## config.mk

```make
export PLATFORM = sky130hd
export DESIGN_NAME = feature_walker
export DESIGN_NICKNAME = d
export VERILOG_FILES = /design/src/rtl/fw_pkg.sv /design/src/rtl/fw_hdr_fields.sv /design/src/rtl/fw_place.sv /design/src/rtl/feature_walker.sv
export SDC_FILE = /design/constraint.sdc
export NUM_CORES = 1
export LEC_CHECK = 0
export ABC_CLOCK_PERIOD_IN_PS = 3800
export BUFFER_PORTS_ARGS = -buffer_cell sky130_fd_sc_hd__clkbuf_2
export CAP_MARGIN = 0
export CORE_MARGIN = 2
export CORE_UTILIZATION = 25
export CTS_CLUSTER_SIZE = 12
export DETAILED_ROUTE_END_ITERATION = 10
export GPL_TIMING_DRIVEN = 0
export SYNTH_ARGS = -nofsm -noshare
export SYNTH_HDL_FRONTEND = slang
export SYNTH_SLANG_ARGS = --single-unit
```

## constraint.sdc

```tcl
create_clock -name clk -period 3.8 [get_ports clk]
set_clock_uncertainty 0.2 [all_clocks]
set_input_delay 0.38 -clock clk [delete_from_list [all_inputs] [get_ports clk]]
set_output_delay 0.38 -clock clk [all_outputs]
set_load 0.03 [all_outputs]
```

## src/rtl/fw_pkg.sv

```systemverilog
package fw_pkg;
  typedef enum logic [2:0] {
    ST_IDLE, ST_REQ, ST_WAIT, ST_EMIT, ST_DONE
  } walk_st_e;

  typedef struct packed {
    logic [3:0]  kind;
    logic [7:0]  hver;
    logic [10:0] rsvd;
    logic        eol;
    logic [23:0] nxt;
    logic [3:0]  rev;
    logic [11:0] fid;
  } hdr_t;

  localparam int          WORD_BYTES  = 8;
  localparam int          BASIC_WORDS = 3;
  localparam int          EXT_WORDS   = 5;
  localparam logic [7:0]  EXT_VER     = 8'd1;
endpackage

```

## src/rtl/fw_hdr_fields.sv

```systemverilog
module fw_hdr_fields
  import fw_pkg::*;
(
  input  logic [63:0] word0,
  output hdr_t        fld,
  output logic        is_ext,
  output logic        chain_err,
  output logic        is_last
);
  always_comb begin
    fld       = hdr_t'(word0);
    is_ext    = (fld.hver == EXT_VER);
    chain_err = !fld.eol && (fld.nxt == 24'd0);
    is_last   = fld.eol || chain_err;
  end
endmodule

```

## src/rtl/fw_place.sv

```systemverilog
module fw_place #(
  parameter int AW = 64
) (
  input  logic [AW-1:0] hdr_addr,
  input  logic          is_ext,
  input  logic [23:0]   nxt,
  input  logic [63:0]   loc_word,
  input  logic [63:0]   size_word,
  output logic [AW-1:0] reg_base,
  output logic [31:0]   reg_size,
  output logic          has_params,
  output logic [14:0]   group_id,
  output logic [15:0]   inst_id
);
  logic [AW-1:0] loc_a;
  assign loc_a = loc_word[AW-1:0];

  always_comb begin
    if (!is_ext) begin
      reg_base   = hdr_addr;
      reg_size   = {8'd0, nxt};
      has_params = 1'b0;
      group_id   = '0;
      inst_id    = '0;
    end else begin
      reg_base   = loc_a[0] ? {loc_a[AW-1:1], 1'b0} : hdr_addr + loc_a;
      reg_size   = size_word[63:32];
      has_params = size_word[31];
      group_id   = size_word[30:16];
      inst_id    = size_word[15:0];
    end
  end
endmodule

```

## src/rtl/feature_walker.sv

```systemverilog
module feature_walker
  import fw_pkg::*;
#(
  parameter int AW = 64,
  parameter int CW = 8
) (
  input  logic          clk,
  input  logic          rst,
  input  logic          start,
  input  logic [AW-1:0] base_addr,
  output logic          req_valid,
  input  logic          req_ready,
  output logic [AW-1:0] req_addr,
  input  logic          resp_valid,
  input  logic [63:0]   resp_data,
  output logic          rec_valid,
  input  logic          rec_ready,
  output logic [AW-1:0] rec_hdr_addr,
  output logic [3:0]    rec_type,
  output logic [7:0]    rec_dfh_ver,
  output logic [3:0]    rec_rev,
  output logic [11:0]   rec_id,
  output logic [127:0]  rec_guid,
  output logic [23:0]   rec_span,
  output logic [AW-1:0] rec_reg_base,
  output logic [31:0]   rec_reg_size,
  output logic          rec_has_params,
  output logic [14:0]   rec_group,
  output logic [15:0]   rec_inst,
  output logic          rec_last,
  output logic          rec_err,
  output logic          done,
  output logic [CW-1:0] done_count,
  output logic          done_err
);
  localparam int IW = $clog2(EXT_WORDS);
  localparam int SH = $clog2(WORD_BYTES);

  walk_st_e      state;
  logic [AW-1:0] hdr_addr;
  logic [IW-1:0] widx;
  logic [63:0]   wrd [EXT_WORDS];
  logic [CW-1:0] count;
  logic          err_r;

  hdr_t fld;
  logic is_ext, chain_err, is_last, last_word;

  fw_hdr_fields u_fields (
    .word0(wrd[0]), .fld(fld), .is_ext(is_ext),
    .chain_err(chain_err), .is_last(is_last)
  );

  fw_place #(.AW(AW)) u_place (
    .hdr_addr(hdr_addr), .is_ext(is_ext), .nxt(fld.nxt),
    .loc_word(wrd[3]), .size_word(wrd[4]),
    .reg_base(rec_reg_base), .reg_size(rec_reg_size),
    .has_params(rec_has_params), .group_id(rec_group), .inst_id(rec_inst)
  );

  assign last_word = (widx == IW'(EXT_WORDS - 1)) ||
                     ((widx == IW'(BASIC_WORDS - 1)) && !is_ext);

  always_ff @(posedge clk) begin
    if (rst) begin
      state    <= ST_IDLE;
      hdr_addr <= '0;
      widx     <= '0;
      count    <= '0;
      err_r    <= 1'b0;
      for (int i = 0; i < EXT_WORDS; i++) wrd[i] <= '0;
    end else begin
      case (state)
        ST_IDLE: if (start) begin
          hdr_addr <= base_addr;
          count    <= '0;
          err_r    <= 1'b0;
          widx     <= '0;
          for (int i = 0; i < EXT_WORDS; i++) wrd[i] <= '0;
          state    <= ST_REQ;
        end
        ST_REQ: if (req_ready) state <= ST_WAIT;
        ST_WAIT: if (resp_valid) begin
          wrd[widx] <= resp_data;
          if (last_word) state <= ST_EMIT;
          else begin
            widx  <= widx + 1'b1;
            state <= ST_REQ;
          end
        end
        ST_EMIT: if (rec_ready) begin
          count <= count + 1'b1;
          if (is_last) begin
            err_r <= chain_err;
            state <= ST_DONE;
          end else begin
            hdr_addr <= hdr_addr + AW'(fld.nxt);
            widx     <= '0;
            for (int i = 0; i < EXT_WORDS; i++) wrd[i] <= '0;
            state    <= ST_REQ;
          end
        end
        ST_DONE: state <= ST_IDLE;
        default: state <= ST_IDLE;
      endcase
    end
  end

  assign req_valid    = (state == ST_REQ);
  assign req_addr     = hdr_addr + (AW'(widx) << SH);
  assign rec_valid    = (state == ST_EMIT);
  assign rec_hdr_addr = hdr_addr;
  assign rec_type     = fld.kind;
  assign rec_dfh_ver  = fld.hver;
  assign rec_rev      = fld.rev;
  assign rec_id       = fld.fid;
  assign rec_guid     = {wrd[2], wrd[1]};
  assign rec_span     = fld.nxt;
  assign rec_last     = is_last;
  assign rec_err      = chain_err;
  assign done         = (state == ST_DONE);
  assign done_count   = count;
  assign done_err     = err_r;
endmodule

```

==> run metrics <==
Vias/cell 5.223; clock buffer depth 3; Tmin final 4960 ps; hpwl dp 103.6 mm; largest cells by area after synthesis edfxtp_1, and2_1, dfxtp_1, ha_1, nand2_1; vias in the first global route 24,370; final setup margin -1160 ps; Synth Instances 2,660; clk_lat worst skew 650 ps; commonest non-fill, non-tap cell in the layout clkbuf_2; CTS tree built; IO Count 584; failing checks setup timing; CP Class register to output port; clock-pin slew on the worst setup and hold paths 60 ps; Leak 15.47 nW; GR Overflow Total 0; worst-margin pin slew 1189 ps; Critical Path RT 3220 ps; Iter 0 DRT Violations 2,040; Rows 114; core box area 96,850 um2; CTS buffer count 50; asr flop ratio synth 0%; total power draw 14.59 mW; HP Class input pin to register; DIE WIDTH 316.7 um; GRT met2 Usage 43.31%; Reg area 10,970 um2; H-tree Lvls 2; post-route clock period utilization 130.5%; GR Util met1 33.51%; GR met3 Demand/Resource 5.237%; design area 35,910 um2; number of library cell types mapped by synthesis 88; final slew viol count 0; die area 100,300 um2; DR vias 25,350; layout cells sized above 1 35.29%; GR Util All Layers 26.07%; Post-DP Area 29,230 um2; outcome complete, but fails checks; syn_area_per_cell 9.193 um2; DRT Pass-1 Iters 6; leading area contributor after synthesis edfxtp_1; Power per Cell Area 406.3 nW/um2; peak fanout along the critical path 3; Setup violations, final 64; Fin Hold WS 17.21 ps; final WL 136.5 mm; Final Hold Viols 0; largest net degree at the start of global routing 45; Post-synth EDFFs 309; WP data arrival 4380 ps; clock tree sinks 388; most used flip-flop cell after synthesis edfxtp_1; DRC viols 0; startpoint types register; Slew HR 20.72%; CP endpoint kind output port; DR WL/cell 28.12 um; Fmax achieved 201.6 MHz; multi-input logic area 14,200 um2; most frequent cells in the layout clkbuf_2, and2_1, edfxtp_1, nand2_1, buf_4; Final #Nets 3,767; first-pass GRT wire length 185.3 mm; chip height 316.7 um; mapped cell area 24,450 um2; Post-DRT Antenna Nets 0; maximum VDD drop 0.0003167 V; Initial Util 25.25%; MaxCap Viol Count 0; Syn Nets 2,890; fill count 9,947; PortBufs 582; Syn. warnings 0; top-area cell type share of the netlist area 37.95%; antenna violations before repair 6; Seq/Total Area, Yosys 44.41%; Layout area overhead 46.86%; clk root buf clkbuf_16; unrepaired setup endpoints after global routing true; GRT Max-Usage Layer met2; GPL Wtd Cong 0.9978; post-synthesis register bit count 388
==> through the flow <==
stage | setup TNS [ps] | cells | worst slack, ps | utilization (%)
after detailed placement | -387470 | 4526 | -1424 | 30.19
after global routing | -43060 | 4852 | -1303 | 37.07
final | -34450 | 4853 | -1160 | 37.08
after global placement | -922280 | 4518 | -3220 | 30.01
after CTS | -42280 | 4806 | -1314 | 35.80
after floorplan | -769.2 | 2660 | -331.7 | -
==> state kept, by name (all words and copies together), names as in the netlist <==
name,cells
done_err,1
done_count,8
state,3
rec_hdr_addr,64
widx,3
wrd,309
==> worst max-delay path, stage by stage (launching register included) <==
cell,delay (ps)
edfxtp_1,400
buf_8,150
clkbuf_16,140
and2_4,150
fa_2,340
a21o_1,210
a221oi_4,300
o311a_4,250
o22ai_4,90
o21a_4,240
a31o_4,250
a2111oi_4,460
buf_4,210
o21ai_2,60
mux2i_1,180
nand3_2,140
buf_8,170
==> worst paths after layout <==
kind / from / end / slack [ps] / cells past startpoint
max reg2reg: wrd[0][17] / rec_hdr_addr[40] / 110 / 9
min: resp_data[62] / wrd[0][62] / 20 / 2
min reg2reg: done_err / done_err / 320 / 2
max: wrd[3][0] / rec_reg_base[58] / -1160 / 16
==> final cells by class <==
| cell class | instances | area share, % |
|---|---|---|
| clock buffer | 62 | 3.753 |
| timing repair buffer | 835 | 16.73 |
| tap | 1276 | 4.446 |
| antenna | 1 | 0.006969 |
| sequential | 388 | 30.55 |
| clock inverter | 29 | 0.8815 |
| buffer | 223 | 3.554 |
| multi-input combinational | 1991 | 39.55 |
| inverter | 48 | 0.5226 |
==> metal layers <==
| layer | share of wire [%] | vias to the layer above |
|---|---|---|
| met4 | 4.1 | 2 |
| met3 | 8.2 | 262 |
| met2 | 47 | 1267 |
| met5 | 0.0095 | - |
| li1 | - | 11260 |
| met1 | 41 | 12560 |
==> kinds of logic after synthesis <==
group | after synthesis | share of synthesized area [%]
fa+ha+maj | 96 | 5.004
simple gates | 1174 | 24.92
compound gates | 562 | 14.74
flops | 388 | 44.41
mux | 19 | 0.7778
buf+inv | 285 | 5.270
xor+xnor | 136 | 4.871
==> synth_stat cells, drive strengths merged (9+ instances only) <==
cell type and count:
and2 320, edfxtp 309, nand2 289, a21oi 183
nor2 179, clkbuf 159, o21ai 131, ha 93
and3 81, xnor2 80, dfxtp 79, nand3 79
buf 78, nor3 67, xor2 56, nand4 53
inv 48, a21o 44, a211oi 29, a31oi 26
nor4 26, or3 23, o21bai 21, o21a 20
mux2i 19, nand2b 13, a311oi 12, o211ai 9
==> timing repair <==
action | 4_1_cts | 5_1_grt
endpoints found under the setup margin | 598 | 378
buffers inserted | 90 | 66
resized for setup | 551 | 264
cloned | 3 | 1
hold endpoints to repair | 308 | 0
hold buffers | 110 | 0
pin swaps | 99 | 137
==> power by group <==
group          switching, mW  internal (mW)
clock network           2.11           2.81
logic                   2.87           1.45
registers              0.413           4.94
Note: power is estimated with default switching activity, not from simulation.
